<file path="src/rtl/dmastat_pkg.sv">
package dmastat_pkg;
  localparam int unsigned ERR_KINDS = 4;

  localparam logic [7:0] OFF_CTRL = 8'h00;
  localparam logic [7:0] OFF_DONE = 8'h04;
  localparam logic [7:0] OFF_MASK = 8'h08;
  localparam logic [7:0] OFF_ERR0 = 8'h0C;

  typedef enum logic [1:0] {
    ERR_BURST = 2'd0,
    ERR_REQ   = 2'd1,
    ERR_XFER  = 2'd2,
    ERR_BUF   = 2'd3
  } err_kind_e;

  // error banks sit one word apart, starting at OFF_ERR0
  function automatic logic [7:0] err_offset(input int unsigned k);
    return OFF_ERR0 + 8'(k << 2);
  endfunction
endpackage

</file>
<file path="src/rtl/dmastat_w1c_bank.sv">
module dmastat_w1c_bank #(
  parameter int unsigned NCH = 16
) (
  input  logic           clk,
  input  logic           rst,
  input  logic           soft_clr,
  input  logic [NCH-1:0] ev,
  input  logic           clr_we,
  input  logic [NCH-1:0] clr_bits,
  output logic [NCH-1:0] q
);
  logic [NCH-1:0] clr_eff;

  assign clr_eff = clr_we ? clr_bits : '0;

  always_ff @(posedge clk) begin
    if (rst || soft_clr) q <= '0;
    else                 q <= (q & ~clr_eff) | ev;
  end

  // a pulse always lands, even against a clear of the same bit
  a_r5_event_wins: assert property (@(posedge clk) disable iff (rst)
    (!soft_clr && (|ev)) |=> ((q & $past(ev)) == $past(ev)));

  // no bit appears without an event
  a_r4_no_spurious_set: assert property (@(posedge clk) disable iff (rst)
    1'b1 |=> ((q & ~$past(q) & ~$past(ev)) == '0));

  // module reset request empties the bank
  a_r8_bank_cleared: assert property (@(posedge clk) disable iff (rst)
    soft_clr |=> (q == '0));
endmodule

</file>
<file path="src/rtl/dmastat_ctl.sv">
module dmastat_ctl #(
  parameter int unsigned NCH = 16
) (
  input  logic           clk,
  input  logic           rst,
  input  logic           wr_ctl,
  input  logic           wr_mask,
  input  logic [1:0]     ctl_wdata,
  input  logic [NCH-1:0] mask_wdata,
  output logic           en,
  output logic           rst_pend,
  output logic [NCH-1:0] mask
);
  always_ff @(posedge clk) begin
    if (rst) begin
      en       <= 1'b0;
      rst_pend <= 1'b0;
      mask     <= '1;
    end else begin
      if (wr_ctl) en <= ctl_wdata[0];
      rst_pend <= wr_ctl & ctl_wdata[1];
      if (rst_pend)     mask <= '1;
      else if (wr_mask) mask <= mask_wdata;
    end
  end

  // reset request lasts one cycle unless rewritten
  a_r8_self_clear: assert property (@(posedge clk) disable iff (rst)
    rst_pend |=> (!rst_pend || $past(wr_ctl && ctl_wdata[1])));

  // reset request masks every channel
  a_r8_mask_all: assert property (@(posedge clk) disable iff (rst)
    rst_pend |=> (mask == '1));

  // mask only moves by a write or a reset request
  a_r6_mask_hold: assert property (@(posedge clk) disable iff (rst)
    (!wr_mask && !rst_pend) |=> $stable(mask));
endmodule

</file>
<file path="src/rtl/dmastat_irq_out.sv">
module dmastat_irq_out #(
  parameter int unsigned NCH   = 16,
  parameter int unsigned NKIND = 4,
  localparam int unsigned EW   = NCH * NKIND
) (
  input  logic           clk,
  input  logic           rst,
  input  logic [NCH-1:0] done,
  input  logic [NCH-1:0] mask,
  input  logic [EW-1:0]  err_flat,
  output logic           irq_norm,
  output logic           irq_err
);
  always_ff @(posedge clk) begin
    if (rst) begin
      irq_norm <= 1'b0;
      irq_err  <= 1'b0;
    end else begin
      irq_norm <= |(done & ~mask);
      irq_err  <= |err_flat;
    end
  end

  // a fully masked completion bank never raises the normal line
  a_r6_masked_quiet: assert property (@(posedge clk) disable iff (rst)
    (mask == '1) |=> !irq_norm);

  // error line follows any stored error a cycle later
  a_r7_err_line: assert property (@(posedge clk) disable iff (rst)
    (|err_flat) |=> irq_err);
endmodule

</file>
<file path="src/rtl/dma_irq_status_unit.sv">
module dma_irq_status_unit
  import dmastat_pkg::*;
#(
  parameter int unsigned NCH = 16,
  parameter int unsigned DW  = 32,
  parameter int unsigned AW  = 8
) (
  input  logic           clk,
  input  logic           rst,
  input  logic           reg_wr,
  input  logic           reg_rd,
  input  logic [AW-1:0]  reg_addr,
  input  logic [DW-1:0]  reg_wdata,
  output logic [DW-1:0]  reg_rdata,
  output logic           reg_rvalid,
  input  logic [NCH-1:0] ev_done,
  input  logic [NCH-1:0] ev_burst_to,
  input  logic [NCH-1:0] ev_req_to,
  input  logic [NCH-1:0] ev_xfer_err,
  input  logic [NCH-1:0] ev_buf_ovf,
  output logic           mod_en,
  output logic           irq_norm,
  output logic           irq_err
);
  localparam int unsigned EW = NCH * ERR_KINDS;

  logic           en, rst_pend;
  logic [NCH-1:0] mask, done_q;
  logic [EW-1:0]  err_flat;
  logic [EW-1:0]  err_ev_flat;
  logic [DW-1:0]  rd_mux;
  logic           wr_ctl, wr_mask, wr_done;
  logic           unused_wdata_hi;

  assign unused_wdata_hi = ^reg_wdata[DW-1:NCH];

  assign wr_ctl  = reg_wr && (reg_addr == AW'(OFF_CTRL));
  assign wr_mask = reg_wr && (reg_addr == AW'(OFF_MASK));
  assign wr_done = reg_wr && (reg_addr == AW'(OFF_DONE));

  assign err_ev_flat[int'(ERR_BURST)*NCH +: NCH] = ev_burst_to;
  assign err_ev_flat[int'(ERR_REQ)*NCH   +: NCH] = ev_req_to;
  assign err_ev_flat[int'(ERR_XFER)*NCH  +: NCH] = ev_xfer_err;
  assign err_ev_flat[int'(ERR_BUF)*NCH   +: NCH] = ev_buf_ovf;

  dmastat_ctl #(.NCH(NCH)) u_ctl (
    .clk(clk), .rst(rst),
    .wr_ctl(wr_ctl), .wr_mask(wr_mask),
    .ctl_wdata(reg_wdata[1:0]), .mask_wdata(reg_wdata[NCH-1:0]),
    .en(en), .rst_pend(rst_pend), .mask(mask)
  );

  dmastat_w1c_bank #(.NCH(NCH)) u_done (
    .clk(clk), .rst(rst), .soft_clr(rst_pend),
    .ev(ev_done & {NCH{en}}),
    .clr_we(wr_done), .clr_bits(reg_wdata[NCH-1:0]),
    .q(done_q)
  );

  for (genvar k = 0; k < ERR_KINDS; k++) begin : g_err
    logic wr_this;
    assign wr_this = reg_wr && (reg_addr == AW'(err_offset(k)));
    dmastat_w1c_bank #(.NCH(NCH)) u_bank (
      .clk(clk), .rst(rst), .soft_clr(rst_pend),
      .ev(err_ev_flat[k*NCH +: NCH] & {NCH{en}}),
      .clr_we(wr_this), .clr_bits(reg_wdata[NCH-1:0]),
      .q(err_flat[k*NCH +: NCH])
    );
  end

  dmastat_irq_out #(.NCH(NCH), .NKIND(ERR_KINDS)) u_irq (
    .clk(clk), .rst(rst),
    .done(done_q), .mask(mask), .err_flat(err_flat),
    .irq_norm(irq_norm), .irq_err(irq_err)
  );

  always_comb begin
    rd_mux = '0;
    if (reg_addr == AW'(OFF_CTRL)) rd_mux = DW'({rst_pend, en});
    if (reg_addr == AW'(OFF_DONE)) rd_mux = DW'(done_q);
    if (reg_addr == AW'(OFF_MASK)) rd_mux = DW'(mask);
    for (int k = 0; k < ERR_KINDS; k++)
      if (reg_addr == AW'(err_offset(k))) rd_mux = DW'(err_flat[k*NCH +: NCH]);
  end

  always_ff @(posedge clk) begin
    if (rst) begin
      reg_rdata  <= '0;
      reg_rvalid <= 1'b0;
    end else begin
      reg_rvalid <= reg_rd;
      if (reg_rd) reg_rdata <= rd_mux;
    end
  end

  assign mod_en = en;

  // read data valid exactly one cycle after each strobe
  a_r9_rvalid_follows: assert property (@(posedge clk) disable iff (rst)
    reg_rd |=> reg_rvalid);
  a_r9_rvalid_quiet: assert property (@(posedge clk) disable iff (rst)
    !reg_rd |=> !reg_rvalid);

  // with the module disabled no completion bit rises
  a_r3_disabled_no_set: assert property (@(posedge clk) disable iff (rst)
    !mod_en |=> ((done_q & ~$past(done_q)) == '0));
endmodule

</file>
<file path="config.mk">
export PLATFORM = sky130hd
export DESIGN_NAME = dma_irq_status_unit
export DESIGN_NICKNAME = d
export VERILOG_FILES = /design/src/rtl/dmastat_pkg.sv /design/src/rtl/dmastat_w1c_bank.sv /design/src/rtl/dmastat_ctl.sv /design/src/rtl/dmastat_irq_out.sv /design/src/rtl/dma_irq_status_unit.sv
export SDC_FILE = /design/constraint.sdc
export NUM_CORES = 1
export LEC_CHECK = 0
export ABC_AREA = 1
export BUFFER_PORTS_ARGS = -buffer_cell sky130_fd_sc_hd__buf_2
export CAP_MARGIN = 20
export CORE_MARGIN = 2
export CORE_UTILIZATION = 59
export DETAILED_ROUTE_END_ITERATION = 10
export GPL_ROUTABILITY_DRIVEN = 0
export PLACE_DENSITY = 0.95
export SLEW_MARGIN = 40
export SYNTH_ARGS = -nofsm -noshare
export SYNTH_HDL_FRONTEND = slang
export SYNTH_HIERARCHICAL = 1
export SYNTH_SLANG_ARGS = --single-unit
</file>
<file path="constraint.sdc">
create_clock -name clk -period 3.1 [get_ports clk]
set_input_delay 0.775 -clock clk [delete_from_list [all_inputs] [get_ports clk]]
set_output_delay 0.775 -clock clk [all_outputs]
set_load 0.02 [all_outputs]
</file>
==> run_results.csv <==
group,metric,value,unit
clock_network,cts_setup_buffers,0,
yosys,synth.area.top_cells,"dfxtp_1 (35%), nand2_1 (22%), inv_1 (13%)",
clock_network,cts_buffers,17,
global_route,grt_pass1_vias,6481,
timing,fmax,449,MHz
drt,first_pass_iters,8,
worst_setup_path,max_stage_delay,0.46,ns
floorplan,ioPinCount,160,
yosys,avgSynthCellArea,6.19,sq um
timing,setup-violations-final,0,
timing,max_slew_margin,46.2,%
final_layout,stdcell_count,1363,
timing,clock-skew-final,0.0118,ns
yosys,yosysWarnings,6,
worst_setup_path,crit_type,"input pin to flop",
floorplan,start_util,60.0,%
yosys,ys_ff_latch,117,
final_layout,layout-drive-gt1-share,19.4,%
yosys,netlist-cell-type-count,29,
power_and_ir_drop,power_leakage,3.99,nW
drt,drc,0,
run_status,status,"finished, final reports clean",
worst_setup_path,cp.arrival,2.50,ns
global_route,antenna_found_initial,1,
place,place_inst,1330,
drt,vias,7131,
drt,drt_iter0_markers,1265,
timing,tightest_slew,0.808,ns
floorplan,dieArea,0.0124,sq mm
worst_setup_path,crit_path_frequent_cell,"nand2_1",
timing,fin_crit_sh,71.9,%
clock_network,cts_tree,"done",
final_layout,fin_util,69.7,%
hold_path,hp-class,"flop to flop",
timing,rsz0062_at_grt,"false",
timing,maxSlewViolCount,0,
clock_network,cts.sink_count,117,
yosys,yosysTopAreaCell,"dfxtp_1",
drt,wl_per_cell,14.8,um
place,port_buffers,127,
drt,routed_wl,20200,um
timing,tns,0,ns
floorplan,fp-row-count,39,
worst_setup_path,critPathSlowestCell,"nor2_1",
clock_network,clkLatencyLatePin,0.42,ns
job,maxCapViolCount,0,
worst_setup_path,worstPathCellList,"buf_2 -> nor2_1 -> nand2_1 -> inv_2 -> nand2_1 -> nor2_1 -> inv_4 -> nand2_1 -> nand3_1",
place,dp_hpwl,13900,um
drt,postRouteAntennaNets,0,
floorplan,die_width,111,um
worst_setup_path,cp_max_fo,16,
yosys,ys_seq_area_share,34.5,%
final_layout,final_nets,1330,
clock_network,clkTransAtPathRegs,0.05,ns
clock_network,ctsHoldBuffers,0,
floorplan,core_area,0.0113,sq mm
clock_network,cts_resized,0,
global_route,grt_usage,32.2,%
place,dp_slack,0.501,ns
yosys,netlist_instances,1096,
timing,hold_violations,0,
timing,fin_hold_ws,0.464,ns
yosys,synth.top_cell.area_share,34.5,%
final_layout,syn_to_final_growth,16.3,%
worst_setup_path,start_kind,"input pin",
clock_network,cts.path.max_buffers,2,
worst_setup_path,required,3.37,ns
drt,routed_via_density,5.23,
final_layout,fillers,879,
power_and_ir_drop,peakVddDrop,0.423,mV
global_route,grt_pass1_wl,31500,um
worst_setup_path,critPathCaptureType,"flop",
clock_network,cts-root-buf,"clkbuf_16",
global_route,grt_max_degree,83,
power_and_ir_drop,power_density,480,mW/mm^2
timing,fin_crit,2.23,ns
clock_network,htreeDepth,4,
timing,setup_slack,0.872,ns
global_route,grt_overflow,0,
floorplan,die_y,111,um
yosys,syn_area,0.00679,sq mm
==> placed cells by master (no fill, tap or decap), types with 2 or more instances in the layout <==
master,n
clkbuf_8,2
buf_4,11
or2_1,5
inv_1,230
conb_1,16
clkinvlp_4,2
nand3_1,33
clkbuf_16,17
o21ai_0,14
nor2_1,97
a21oi_1,48
bufinv_16,3
buf_2,127
nand2_1,392
nor3_1,10
o22ai_1,4
inv_6,4
clkinv_2,2
nor2_4,3
dfxtp_1,116
clkinv_4,3
nand4_1,5
a21oi_2,53
nand3b_1,9
nand2_2,6
==> area by class of cell <==
class / instances / area, sq um / area share [%]
Antenna cell: 1 / 2.50 / 0.0317
Clock buffer: 19 / 453 / 5.74
Multi-Input combinational cell: 699 / 3150 / 39.9
Inverter: 233 / 878 / 11.1
Sequential cell: 117 / 2340 / 29.7
Tap cell: 143 / 179 / 2.27
Clock inverter: 13 / 171 / 2.17
Timing Repair Buffer: 138 / 718 / 9.10
==> synth_stat cells <==
cell type / instances
o22ai_1: 4
nand2_2: 6
conb_1: 1
and2_1: 1
o21bai_1: 1
o21ai_1: 1
dfxtp_1: 117
buf_12: 5
clkinv_2: 1
inv_1: 230
or2_1: 5
buf_4: 18
inv_4: 1
o21ai_0: 14
nand3_1: 33
buf_2: 11
clkbuf_2: 5
nor3_1: 10
clkbuf_1: 13
buf_6: 10
inv_2: 1
nand3b_1: 9
a21oi_2: 53
nor2_4: 3
nor3_4: 1
nor2_1: 97
nand4_1: 5
a21oi_1: 48
nand2_1: 392
==> flip-flops by register name, summed over array words and instances (netlist names) <==
signal,cells
g_err.u_bank/q,64
reg_rdata,16
reg_rvalid,1
u_ctl/en,1
u_ctl/mask,16
u_ctl/rst_pend,1
u_done/q,16
u_irq/irq_err,1
u_irq/irq_norm,1
==> report_power, final <==
part	leakage, nW	internal (mW)	total, mW	switching (mW)
registers	0.944	1.51	1.51	0.00305
logic	2.75	0.0640	0.210	0.146
clock network	0.301	1.32	2.07	0.749
total	3.99	2.89	3.79	0.898
==> critical path: cells and delay by family <==
| family | cells | cell delay, ns |
|---|---|---|
| buffers and inverters | 3 | 0.53 |
| AND/OR/NAND/NOR | 6 | 1.19 |
==> metal layers <==
| metal | global-route usage, % | wire length (um) | vias up | share of wire, % |
|---|---|---|---|---|
| met5 | 0 | 0 | - | 0 |
| met4 | 16.5 | 1350 | 0 | 6.7 |
| met3 | 8.91 | 2650 | 120 | 13 |
| met2 | 49.8 | 8450 | 560 | 42 |
| met1 | 41.2 | 7730 | 3036 | 38 |
| li1 | - | - | 3415 | - |
==> metrics by stage <==
| step | instance area [sq um] | total power, mW |
|---|---|---|
| floorplan | 6840 | 1.66 |
| global placement | 7270 | 1.74 |
| detailed placement | 7270 | 1.74 |
| CTS | 7890 | 3.78 |
| global route | 7890 | 3.87 |
| finish | 7890 | 3.79 |
==> cell families (layout without fill, tap and decap cells) <==
group / count (synthesis) / after routing / synth area share, %
AO/OA/AOI/OAI: 121 / 121 / 12.0
buffers and inverters: 295 / 403 / 20.0
flip-flops: 117 / 117 / 34.5
other: 1 / 17 / 0.0552
AND/OR/NAND/NOR: 562 / 562 / 33.5
==> path summary, 6_finish.rpt <==
kind | startpoint | endpoint | slack, ns | depth (start not counted)
worst max-delay path | reg_addr[5] | u_ctl/mask[0]$_SDFFE_PP1P_ | 0.87 | 9
worst min-delay path | reg_rdata[9]$_SDFFE_PP0P_ | reg_rdata[9]$_SDFFE_PP0P_ | 0.46 | 2
worst max register to register | u_ctl/en$_SDFFE_PP0P_ | reg_rdata[0]$_SDFFE_PP0P_ | 1.45 | 7
worst min register to register | reg_rdata[9]$_SDFFE_PP0P_ | reg_rdata[9]$_SDFFE_PP0P_ | 0.46 | 2
(Power assumes the default switching activity.)
